<file path="src/rtl/phycr_pkg.sv">
package phycr_pkg;

  localparam int NUM_OPS = 4;

  // Operation index; also the order of the strobe registers in the map.
  typedef enum logic [1:0] {
    OP_CAPA = 2'd0,
    OP_CAPD = 2'd1,
    OP_RD   = 2'd2,
    OP_WR   = 2'd3
  } cr_op_e;

  localparam logic [7:0] OFF_DIN  = 8'h0C;
  localparam logic [7:0] OFF_DOUT = 8'h10;
  localparam logic [7:0] OFF_STB0 = 8'h14;
  localparam logic [7:0] OFF_ERR  = 8'h24;

  function automatic logic [7:0] strobe_off(input int op);
    return OFF_STB0 + 8'(op * 4);
  endfunction

endpackage

</file>
<file path="src/rtl/phycr_hostregs.sv">
module phycr_hostregs
  import phycr_pkg::*;
#(
  parameter int HOST_AW = 8,
  parameter int HOST_DW = 32,
  parameter int CR_DW   = 16,
  parameter int N_OPS   = NUM_OPS
) (
  input  logic               clk,
  input  logic               rst,
  input  logic               bus_wr,
  input  logic               bus_rd,
  input  logic [HOST_AW-1:0] bus_addr,
  input  logic [HOST_DW-1:0] bus_wdata,
  input  logic [N_OPS-1:0]   pend,
  input  logic [CR_DW-1:0]   dout,
  input  logic               conflict,
  output logic [HOST_DW-1:0] din_q,
  output logic [N_OPS-1:0]   start_req,
  output logic               err_q,
  output logic [HOST_DW-1:0] bus_rdata
);

  logic [N_OPS-1:0]   stb_hit;
  logic               hit_din, hit_dout, hit_err;
  logic [HOST_DW-1:0] rd_val;

  assign hit_din  = (bus_addr == HOST_AW'(OFF_DIN));
  assign hit_dout = (bus_addr == HOST_AW'(OFF_DOUT));
  assign hit_err  = (bus_addr == HOST_AW'(OFF_ERR));

  for (genvar i = 0; i < N_OPS; i++) begin : g_stb
    assign stb_hit[i]   = (bus_addr == HOST_AW'(strobe_off(i)));
    assign start_req[i] = bus_wr & stb_hit[i] & bus_wdata[0];
  end

  always_comb begin
    rd_val = '0;
    if (hit_din)  rd_val = din_q;
    if (hit_dout) rd_val = HOST_DW'(dout);
    if (hit_err)  rd_val = HOST_DW'(err_q);
    for (int i = 0; i < N_OPS; i++)
      if (stb_hit[i]) rd_val = HOST_DW'(pend[i]);
  end

  always_ff @(posedge clk) begin
    if (rst) begin
      din_q     <= '0;
      err_q     <= 1'b0;
      bus_rdata <= '0;
    end else begin
      if (bus_wr && hit_din) din_q <= bus_wdata;
      if (conflict)                           err_q <= 1'b1;
      else if (bus_wr && hit_err && bus_wdata[0]) err_q <= 1'b0;
      if (bus_rd) bus_rdata <= rd_val;
    end
  end

endmodule

</file>
<file path="src/rtl/phycr_seq.sv">
module phycr_seq
  import phycr_pkg::*;
#(
  parameter int CR_AW = 16,
  parameter int CR_DW = 16,
  parameter int N_OPS = NUM_OPS
) (
  input  logic             clk,
  input  logic             rst,
  input  logic [N_OPS-1:0] start_req,
  input  logic [CR_DW-1:0] operand,
  input  logic             cr_ack,
  input  logic [CR_DW-1:0] cr_data_out,
  output logic [N_OPS-1:0] pend,
  output logic [N_OPS-1:0] pulse,
  output logic [CR_DW-1:0] operand_q,
  output logic [CR_AW-1:0] cr_addr_q,
  output logic [CR_DW-1:0] dout_q,
  output logic             conflict
);

  logic busy, req_any;

  assign busy     = |pend;
  assign req_any  = |start_req;
  assign conflict = req_any & busy;

  always_ff @(posedge clk) begin
    if (rst) begin
      pend      <= '0;
      pulse     <= '0;
      operand_q <= '0;
      cr_addr_q <= '0;
      dout_q    <= '0;
    end else begin
      pulse <= '0;
      if (req_any && !busy) begin
        pend      <= start_req;
        pulse     <= start_req;
        operand_q <= operand;
      end else if (busy && cr_ack) begin
        pend <= '0;
        if (pend[OP_CAPA]) cr_addr_q <= operand_q[CR_AW-1:0];
        if (pend[OP_RD])   dout_q    <= cr_data_out;
      end
    end
  end

endmodule

</file>
<file path="src/rtl/phycr_bridge.sv">
module phycr_bridge
  import phycr_pkg::*;
#(
  parameter int HOST_AW = 8,
  parameter int HOST_DW = 32,
  parameter int CR_AW   = 16,
  parameter int CR_DW   = 16
) (
  input  logic               clk,
  input  logic               rst,
  input  logic               bus_wr,
  input  logic               bus_rd,
  input  logic [HOST_AW-1:0] bus_addr,
  input  logic [HOST_DW-1:0] bus_wdata,
  output logic [HOST_DW-1:0] bus_rdata,
  output logic [CR_AW-1:0]   cr_addr,
  output logic [CR_DW-1:0]   cr_data_in,
  input  logic [CR_DW-1:0]   cr_data_out,
  output logic               cr_cap_addr,
  output logic               cr_cap_data,
  output logic               cr_read,
  output logic               cr_write,
  input  logic               cr_ack
);

  logic [HOST_DW-1:0] din_q;
  logic [NUM_OPS-1:0] start_req, pend, pulse;
  logic [CR_DW-1:0]   dout_q;
  logic               err_q, conflict;

  phycr_hostregs #(
    .HOST_AW(HOST_AW), .HOST_DW(HOST_DW), .CR_DW(CR_DW), .N_OPS(NUM_OPS)
  ) u_regs (
    .clk(clk), .rst(rst), .bus_wr(bus_wr), .bus_rd(bus_rd),
    .bus_addr(bus_addr), .bus_wdata(bus_wdata), .pend(pend), .dout(dout_q),
    .conflict(conflict), .din_q(din_q), .start_req(start_req),
    .err_q(err_q), .bus_rdata(bus_rdata)
  );

  phycr_seq #(
    .CR_AW(CR_AW), .CR_DW(CR_DW), .N_OPS(NUM_OPS)
  ) u_seq (
    .clk(clk), .rst(rst), .start_req(start_req), .operand(din_q[CR_DW-1:0]),
    .cr_ack(cr_ack), .cr_data_out(cr_data_out), .pend(pend), .pulse(pulse),
    .operand_q(cr_data_in), .cr_addr_q(cr_addr), .dout_q(dout_q),
    .conflict(conflict)
  );

  assign cr_cap_addr = pulse[OP_CAPA];
  assign cr_cap_data = pulse[OP_CAPD];
  assign cr_read     = pulse[OP_RD];
  assign cr_write    = pulse[OP_WR];

endmodule

</file>
<file path="config.mk">
export PLATFORM = sky130hd
export DESIGN_NAME = phycr_bridge
export DESIGN_NICKNAME = d
export VERILOG_FILES = /design/src/rtl/phycr_pkg.sv /design/src/rtl/phycr_hostregs.sv /design/src/rtl/phycr_seq.sv /design/src/rtl/phycr_bridge.sv
export SDC_FILE = /design/constraint.sdc
export NUM_CORES = 1
export LEC_CHECK = 0
export BUFFER_PORTS_ARGS = -buffer_cell sky130_fd_sc_hd__buf_2
export CAP_MARGIN = 40
export CORE_ASPECT_RATIO = 1.2
export CORE_UTILIZATION = 35
export DETAILED_ROUTE_END_ITERATION = 6
export PLACE_DENSITY = 0.65
export SYNTH_ARGS = -nofsm -noshare
export SYNTH_HDL_FRONTEND = slang
export SYNTH_SLANG_ARGS = --single-unit
</file>
<file path="constraint.sdc">
create_clock -name clk -period 2.36 [get_ports clk]
set_input_delay 0.236 -clock clk [delete_from_list [all_inputs] [get_ports clk]]
set_output_delay 0.236 -clock clk [all_outputs]
set_load 0.02 [all_outputs]
</file>
; Word level (Yosys, flattened, before mapping)
; Index checks and enable logic that the tools add are counted.
[totals]
reg_bits = 121
input_bits = 61
output_inout_bits = 68
elab_cells = 49
[op_classes]
n_eq_ne = 7
mux = 11
n_bitwise = 10
reduce_logical = 13
[op_table]
columns = op, count
row1 = 32-bit 2-to-1 mux, 7
row2 = 8-bit by 5-bit equality test with 1-bit output (second input constant), 4
row3 = 8-bit by 6-bit equality test with 1-bit output (second input constant), 2
row4 = 1-bit bitwise AND, 9
row5 = 8-bit by 4-bit equality test with 1-bit output (second input constant), 1
row6 = 4-bit 2-to-1 mux, 2
row7 = 4-bit OR reduction, 2
row8 = 3-bit AND reduction, 2
row9 = 1-bit logical AND, 5
row10 = 2-bit nonzero test, 2
row11 = 1-bit 2-to-1 mux, 2
row12 = 2-bit OR reduction, 1
row13 = 1-bit logical NOT, 1
row14 = 1-bit inverter, 1

; Longest topological paths before layout
; Gate-level depths: netlist of run 1.
[depth]
ltp_word = 8
mapped_depth = 7
depth_no_buf = 4

; Cells and area by module
; From an unflattened synthesis of run 1, not the netlist that was laid out.
[unflattened]
hier_cells = 535
hier_area_um2 = 4571.9
[by_module_without_submodules]
columns = module, n_inst, cells_per_inst, area_per_inst_um2, seq_area_each_um2
row1 = phycr_hostregs, 1, 291, 2544.9, 1301.2
row2 = phycr_seq, 1, 244, 2026.9, 1121.1

; Worst setup path before layout of run 1
; No wires, ideal clock.
[synth_path]
path_type = input-to-reg
from = input bus_addr[3]
to = register u_seq.operand_q[10]
setup_time_ns = 0.132
t_arrival_ns = 1.522
required_ns = 2.228
slack_ns = 0.706
stages = 6
path_buffers = 2
cell_sequence = buf_2 > nor2_1 > mux2_2 > clkbuf_1 > o31ai_1 > a21oi_1
[synth_between]
elab_chain_cells = 5
word_cells_on_any_way = 14
cone_classes = eq/ne (4) / bitwise (8) / reduce/logical (2)
[synth_rtl]
columns = element, line_no
row1 = "start, declared", phycr_bridge.sv:13  ; input logic [HOST_AW-1:0] bus_addr,
row2 = 8-bit by 5-bit equality test with 1-bit output / 8-bit by 6-bit equality test with 1-bit output (equally long branches), phycr_hostregs.sv:33  ; assign stb_hit[i] = (bus_addr == HOST_AW'(strobe_off(i)));
row3 = 1-bit bitwise AND (2 in series), phycr_hostregs.sv:34  ; assign start_req[i] = bus_wr & stb_hit[i] & bus_wdata[0];
row4 = 4-bit OR reduction (*), phycr_seq.sv:25  ; assign req_any = |start_req;
row5 = 1-bit logical AND (*), phycr_seq.sv:37  ; if (req_any && !busy) begin
row6 = "end signal, assigned", phycr_seq.sv:40  ; operand_q <= operand;
row7 = "end, declared", phycr_seq.sv:16  ; output logic [CR_DW-1:0] operand_q,
; Every way passes the cells marked *; elsewhere a longest branch is shown, timed or not.
; A chain may end at the register's enable or synchronous reset.

; Final worst setup path of run 1
[layout_path]
from = register u_seq.pend[3]
to = register u_seq.operand_q[6]
[layout_between]
elab_chain_cells = 3
[layout_rtl]
columns = element, line_no
row1 = "start, declared", phycr_seq.sv:14  ; output logic [N_OPS-1:0] pend,
row2 = "start signal, assigned", phycr_seq.sv:38  ; pend <= start_req;
row3 = 4-bit OR reduction, phycr_seq.sv:24  ; assign busy = |pend;
row4 = 1-bit logical NOT, phycr_seq.sv:37
row5 = 1-bit logical AND, phycr_seq.sv:37
; No other way between the ends.

==> results of run 1 <==
[power by group through the flow]
stage	registers (mW)	clock network, mW	logic [mW]
final	2.05	2.64	0.165
after detailed placement	2.09	0	0.163
after global routing	2.05	2.77	0.180
after floorplan	2.09	0	0.0841
after CTS	2.05	2.68	0.164
after global placement	2.09	0	0.159
[registers in the layout, indices dropped and copies added, names as in the netlist]
signal            flops
u_regs.bus_rdata     32
u_seq.operand_q      16
u_seq.cr_addr_q      16
u_seq.pulse           4
u_regs.err_q          1
u_seq.dout_q         16
u_seq.pend            4
u_regs.din_q         32
[cell type report]
class                   count  area [µm²]  share of cell area (%)
multi-input cells         395        2070                    34.0
clock inverters            10         150                    2.46
well taps                 168         210                    3.45
inverters                   4        15.0                   0.246
repair buffers            145         771                    12.6
flip-flops and latches    121        2420                    39.8
clock buffers              21         450                    7.39
[cell families (layout without fill, tap and decap cells)]
group,Yosys count,count (layout),share of synthesized area [%]
buf+inv,53,180,4.85
compound gates,155,155,20.6
simple gates,238,238,22.8
flops,121,121,51.3
mux,2,2,0.451
[layout by cell type (no fill, tap or decap), types with 2 or more instances in the layout]
| cell type | count |
|---|---|
| a22oi_1 | 5 |
| o21ai_0 | 5 |
| nand2_1 | 163 |
| a21oi_1 | 101 |
| a221o_1 | 2 |
| clkbuf_1 | 3 |
| nor4_1 | 2 |
| nand2b_1 | 8 |
| nor3b_1 | 4 |
| clkinv_2 | 6 |
| buf_4 | 18 |
| o31ai_1 | 16 |
| buf_2 | 127 |
| bufinv_16 | 4 |
| nand3_1 | 20 |
| and2_1 | 3 |
| nor4_2 | 2 |
| nor2_1 | 8 |
| clkbuf_16 | 17 |
| nor3_1 | 2 |
| nand4_1 | 20 |
| o21ai_2 | 11 |
| a22oi_2 | 10 |
| dfxtp_1 | 121 |
| inv_1 | 3 |
[stage by stage]
step | hold slack, ns | utilization, % | std cells
5_1_grt | 0.0646 | 46.2 | 864
2_1_floorplan | 0.372 | - | 569
4_1_cts | 0.0559 | 46.2 | 864
6_report | 0.0670 | 46.2 | 864
3_3_place_gp | 0.439 | 41.7 | 833
3_5_place_dp | 0.443 | 41.7 | 833
[per-layer routing]
metal / wire length [µm] / part of all wire [%] / vias up / track usage (%)
met5: 0 / 0 / - / 0
met4: 322 / 2.4 / 0 / 8.78
met3: 917 / 6.8 / 22 / 4.58
met2: 6600 / 49 / 163 / 32.8
met1: 5570 / 42 / 2107 / 24.5
li1: - / - / 2197 / -
[Yosys cell counts (3+ instances only)]
master    number
nand2_1      163
dfxtp_1      121
a21oi_1      101
clkbuf_1      33
nand3_1       20
nand4_1       20
o31ai_1       16
buf_2         11
o21ai_2       11
a22oi_2       10
nand2b_1       8
nor2_1         8
a22oi_1        5
o21ai_0        5
nor3b_1        4
inv_1          3
nor4_1         3
[worst min path at each step]
| stage | startpoint | to | slack, ns | depth (start not counted) |
|---|---|---|---|---|
| final | cr_data_out[3] | u_seq.dout_q[3] | 0.07 | 3 |
| after global routing | cr_data_out[12] | u_seq.dout_q[12] | 0.06 | 3 |
| after CTS | cr_data_out[3] | u_seq.dout_q[3] | 0.06 | 3 |
| after detailed placement | u_seq.cr_addr_q[3] | u_seq.cr_addr_q[3] | 0.44 | 2 |
| after global placement | u_regs.din_q[29] | u_regs.din_q[29] | 0.44 | 2 |
| after floorplan | cr_data_out[0] | u_seq.dout_q[0] | 0.37 | 2 |
[worst reg2reg max path, stage by stage (launching register included)]
cell and delay, ns:
dfxtp_1 0.35, or4_1 0.86, o31ai_1 0.36, a21oi_1 0.10
==> metrics.csv, run 1 <==
stage,metric,value,unit
pwr,p_int,3.88,mW
global_route,grtUsageTotal,19.8,%
logic_synthesis,yosys_warnings,0,
timing,setup_viol,0,
drt,drtPass1Iterations,4,
timing,rsz0062_at_grt,false,
worst_setup_path,path_cells,"or4_1, o31ai_1, a21oi_1",
run_status,status,"complete, no violations",
pwr,seqPwrFrac,42.2,%
drt,drcViolationCount,0,
placement,gp_congestion,0.791,
logic_synthesis,synth_largest_area_cell,dfxtp_1,
worst_setup_path,cp.arrival,2.08,ns
global_route,antenna_found_initial,0,
logic_synthesis,async_flop_share,0,%
pwr,switchingPower,0.977,mW
floorplan,die_h,129,µm
layout,drive_gt1_share,28.7,%
drt,drtIter0Drc,317,
pwr,p_sw_share,20.1,%
drt,wirelength,13.4,mm
placement,io_buffers,128,
floorplan,initial_core_util,35.8,%
floorplan,core,13200,µm²
clocking,cts_made_buffers,17,
clocking,clk_path_buf_depth,2,
worst_setup_path,critical_path_required,2.63,ns
global_route,grt_max_degree,58,
logic_synthesis,synth.area.top_cells,"dfxtp_1 (51%), nand2_1 (13%), a21oi_1 (11%)",
flow_run,cap_violations,0,
global_route,grt_overflow_total,0,
timing,setup-tns-final,0,ns
clocking,postCtsHoldBufs,0,
worst_setup_path,start_kind,register,
clocking,cts.sinks,121,
logic_synthesis,synth-seq-cells,121,
clocking,post_cts_buffers,0,
worst_setup_path,critPathMaxFanout,17,
drt,wl_per_cell,15.5,µm
timing,fmax,550,MHz
clocking,clkLatencyLatePin,0.41,ns
global_route,grt_pass1_wl,21.1,mm
logic_synthesis,syn_area,4720,µm²
worst_setup_path,endpoint,u_seq.operand_q[6],
timing,drv_slew,0,
worst_setup_path,crit_family,simple AND/OR/NAND/NOR gates,
layout,syn_to_final_growth,29.1,%
logic_synthesis,yosysTopAreaCellShare,51.3,%
timing,relSlewSlack,57.2,%
timing,final_hold_viol_count,0,
clocking,ctsRootBufferMaster,clkbuf_16,
placement,placed_area,5490,µm²
floorplan,die_w,108,µm
pwr,power.static_leakage,2.30,nW
worst_setup_path,rr_worst_depth,3,
timing,period_minus_slack,1.82,ns
global_route,first_global_vias,4266,
worst_setup_path,regToRegStartpoint,u_seq.pend[3],
floorplan,rows,46,
placement,dp_worst_setup_slack,0.455,ns
timing,finalClockSkew,0.00758,ns
pwr,total_power,4.86,mW
logic_synthesis,yosysSeqAreaShare,51.3,%
layout,antenna_cells,0,
pwr,p_per_area,797,nW/µm²
worst_setup_path,critPathBufInv,0,
logic_synthesis,syn-num-nets,630,
worst_setup_path,path_class,reg2reg,
floorplan,dieArea,14000,µm²
timing,fin_crit_sh,77.0,%
timing,setup_ws,0.543,ns
pwr,ir_worst_vdd,0.447,mV
worst_setup_path,worstSetupEndpointType,register,
layout,n_fill_cell,1267,
timing,tightest_slew,0.641,ns
clocking,ctsResizeCount,0,
logic_synthesis,synth_flop_cell,dfxtp_1,
drt,ant_nets,0,
worst_setup_path,cpPeakStageDelay,0.86,ns
worst_setup_path,rr_endpoint,u_seq.operand_q[6],
logic_synthesis,syn_inst,569,
hold_path,hp-class,in2reg,
pwr,pwr-share-clk,54.5,%
logic_synthesis,synth_cell_types,39,
clocking,cts_tree,built,
drt,vias,4489,
worst_setup_path,crit_start,u_seq.pend[3],
worst_setup_path,cpMaxStageDelayCell,or4_1,
clocking,htreeDepth,4,
drt,viasPerCell,5.20,
placement,dp_hpwl,9.54,mm
worst_setup_path,r2r_slack,0.54,ns
layout,nets,745,
pwr,power_frac_comb,3.4,%
floorplan,io_pins,129,
worst_setup_path,crit_cells,3,
logic_synthesis,synth_edf_count,0,
layout,fin_area,6090,µm²
logic_synthesis,syn_avg_cell_area,8.29,µm²
clocking,path_clk_slew,0.05,ns
No activity file was read; power rests on OpenSTA's default activity.
==> run 2, diff against run 1 <==
Settings changed: ABC_AREA set to 1.
Clock period 2.36 ns to 1.88 ns, I/O delays scaled along.
==> run 2 against run 1 <==
Routed wire length decreased by 3.3%. Cell count increased by 4.4%. Largest power group unchanged. Design area increased by 0.82%. Global-route usage decreased by 1.0 points. Fmax increased by 21%. Core utilization decreased by 0.22 points. Sequential share of layout area decreased by 0.32 points. Clock skew decreased by 0.0012 ns. Combinational power increased by 25%. Sequential power increased by 25%. Critical path depth increased by 4. Total power increased by 25%.
==> metrics.csv, run 2 <==
stage,metric,value,unit,change
run_status,status,"complete, no violations",,
timing,setup_viol,0,,unchanged
pwr,ir_worst_vdd,0.605,mV,+35%
drt,viasPerCell,4.88,,-6.0%
worst_setup_path,cp.arrival,1.79,ns,-0.29 ns
clocking,clkLatencyLatePin,0.41,ns,about the same
pwr,power.static_leakage,2.48,nW,+7.8%
logic_synthesis,synth_largest_area_cell,dfxtp_1,,
logic_synthesis,synth-seq-cells,121,,unchanged
global_route,grt_pass1_wl,20.4,mm,-3.4%
placement,gp_congestion,0.768,,-2.9%
drt,drcViolationCount,0,,unchanged
timing,tightest_slew,0.504,ns,-0.138 ns
layout,antenna_cells,0,,unchanged
timing,finalClockSkew,0.00642,ns,-0.00115 ns
layout,layout_commonest_cell,buf_2,,
logic_synthesis,yosysSeqAreaShare,50.3,%,-1.1 points
placement,dp_worst_setup_slack,0.367,ns,-0.0882 ns
timing,setup-tns-final,0,ns,unchanged
drt,drtIter0Drc,297,,-6.3%
logic_synthesis,async_flop_share,0,%,unchanged
timing,period_minus_slack,1.50,ns,-0.314 ns
pwr,p_per_area,985,nW/µm²,+24%
global_route,antenna_found_initial,1,,+1
hold_path,hp-class,in2reg,,
hold_path,min_path_cells,3,,unchanged
logic_synthesis,synth_cell_types,27,,-31%
worst_setup_path,worstSetupEndpointType,register,,
timing,fmax,665,MHz,+21%
floorplan,initial_core_util,36.1,%,+0.29 points
timing,setup_ws,0.376,ns,-0.166 ns
layout,fin_cells,902,,+4.4%
logic_synthesis,syn-num-nets,666,,+5.7%
layout,syn_to_final_growth,27.5,%,
clocking,cts.sinks,121,,unchanged
drt,drtPass1Iterations,5,,+1
timing,drv_slew,0,,unchanged
logic_synthesis,yosysMostFrequentCell,nand2_1,,
clocking,cts_made_buffers,17,,unchanged
clocking,htreeDepth,4,,unchanged
worst_setup_path,cpPeakStageDelay,0.37,ns,-0.49 ns
floorplan,io_pins,129,,unchanged
logic_synthesis,syn_avg_cell_area,7.97,µm²,-4.0%
global_route,grt_max_degree,96,,+66%
clocking,postCtsHoldBufs,0,,unchanged
logic_synthesis,synth_edf_count,0,,unchanged
clocking,ctsResizeCount,0,,unchanged
clocking,post_cts_buffers,0,,unchanged
floorplan,core,13400,µm²,+1.3%
logic_synthesis,syn_inst,605,,+6.3%
drt,ant_nets,0,,unchanged
logic_synthesis,syn_area,4820,µm²,+2.1%
global_route,first_global_vias,4065,,-4.7%
placement,placed_cells,870,,+4.4%
worst_setup_path,critical_path_required,2.16,ns,-0.47 ns
clocking,clk_path_buf_depth,2,,unchanged
clocking,path_clk_slew,0.06,ns,about the same
pwr,total_power,6.05,mW,+25%
logic_synthesis,yosys_warnings,0,,unchanged
layout,largestRegisters,"u_regs.bus_rdata x32, u_regs.din_q x32",,
logic_synthesis,yosysTopAreaCellShare,50.3,%,-1.1 points
flow_run,cap_violations,0,,unchanged
worst_setup_path,critPathMaxFanout,19,,+2
worst_setup_path,cpMaxStageDelayCell,dfxtp_1,,
worst_setup_path,rr_worst_depth,7,,+4
timing,relSlewSlack,66.3,%,+9.1 points
worst_setup_path,start_kind,register,,
floorplan,die_w,109,µm,+1.0%
drt,wl_per_cell,14.4,µm,-7.4%
timing,rsz0062_at_grt,false,,
logic_synthesis,synth_flop_cell,dfxtp_1,,
layout,final_cell_mix,"buf_2 (127), nand2_1 (123), dfxtp_1 (121)",,
drt,vias,4403,,-1.9%
placement,dp_hpwl,8.86,mm,-7.2%
global_route,grt_overflow_total,0,,unchanged
floorplan,dieArea,14200,µm²,+2.1%
timing,fin_crit_sh,80.0,%,+3.0 points
placement,io_buffers,128,,unchanged
clocking,cts_tree,built,,
floorplan,rows,46,,unchanged
logic_synthesis,netlist_top_cells_count,"nand2_1 (123), dfxtp_1 (121), a21oi_1 (98), nand3_1 (66), inv_1 (37)",,
layout,drive_gt1_share,28.2,%,-0.53 points
timing,whs,0.0259,ns,-0.0410 ns
layout,nets,782,,+5.0%
floorplan,die_h,131,µm,+1.0%
worst_setup_path,path_cells,"nor2_1, nand3_2, nand2_1, inv_2, nand2_2, o21ai_0, a21oi_1",,
drt,wirelength,13.0,mm,-3.3%
worst_setup_path,path_class,reg2reg,,
logic_synthesis,synth.area.top_cells,"dfxtp_1 (50%), a21oi_1 (10%), nand2_1 (9.6%)",,
clocking,ctsRootBufferMaster,clkbuf_16,,
timing,final_hold_viol_count,0,,unchanged
global_route,grtUsageTotal,18.8,%,-1.0 points
## run 2: cell count changes after synthesis, moves of 16 or more
cell	before	now
nand4_1	20	1
nand3_1	20	66
o21ai_1	0	22
nand2_1	163	123
o31ai_1	16	0
o21ai_0	5	32
inv_1	3	37
## run 2: area by class of cell
cell class              count  area (µm²)
clock buffers              18         439
clock inverters            14         164
fillers                  1400        7210
inverters                  42         158
multi-input cells         397        1990
flip-flops and latches    121        2420
well taps                 168         210
repair buffers            142         761
## run 2: per-layer routing
metal	vias up	share of wire, %	global-route usage [%]	wire (µm)
li1	2267	-	-	-
met1	2003	45	23.6	5790
met2	116	47	30.4	6160
met3	15	6.9	6.40	889
met4	2	0.87	5.41	113
met5	-	0.10	0	13
## run 2: path summary, 6_finish.rpt
path	startpoint	endpoint	slack [ns]
max	u_seq.pend[1]	u_seq.dout_q[4]	0.38
min	bus_wdata[8]	u_regs.din_q[8]	0.03
max reg2reg	u_seq.pend[1]	u_seq.dout_q[4]	0.38
min reg2reg	u_seq.cr_addr_q[6]	u_seq.cr_addr_q[6]	0.46
## run 2: through the flow
| stage | util, % | area [µm²] |
|---|---|---|
| floorplan | - | 4820 |
| global placement | 41.5 | 5540 |
| detailed placement | 41.5 | 5540 |
| CTS | 46.0 | 6140 |
| global route | 46.0 | 6140 |
| finish | 46.0 | 6140 |
## run 2: logic make-up (layout without fill, tap and decap cells)
logic type / count (synthesis) / after routing / synth area share [%]
simple gates: 219 / 219 / 21.3
compound gates: 178 / 178 / 20.0
flops: 121 / 121 / 50.3
buf+inv: 87 / 216 / 8.46
## run 2: report_power, final
group,switching [mW],internal [mW],leakage [nW]
Combinational,0.135,0.0702,1.22
Clock,1.26,2.02,0.286
Sequential,0.00115,2.57,0.974
## run 2: critical path, delay by kind of cell, from the launching register on
kind	cells	cell delay, ns
AND/OR/NAND/NOR	4	0.50
AO/OA/AOI/OAI	2	0.27
buffers and inverters	1	0.23
flip-flops	1	0.37
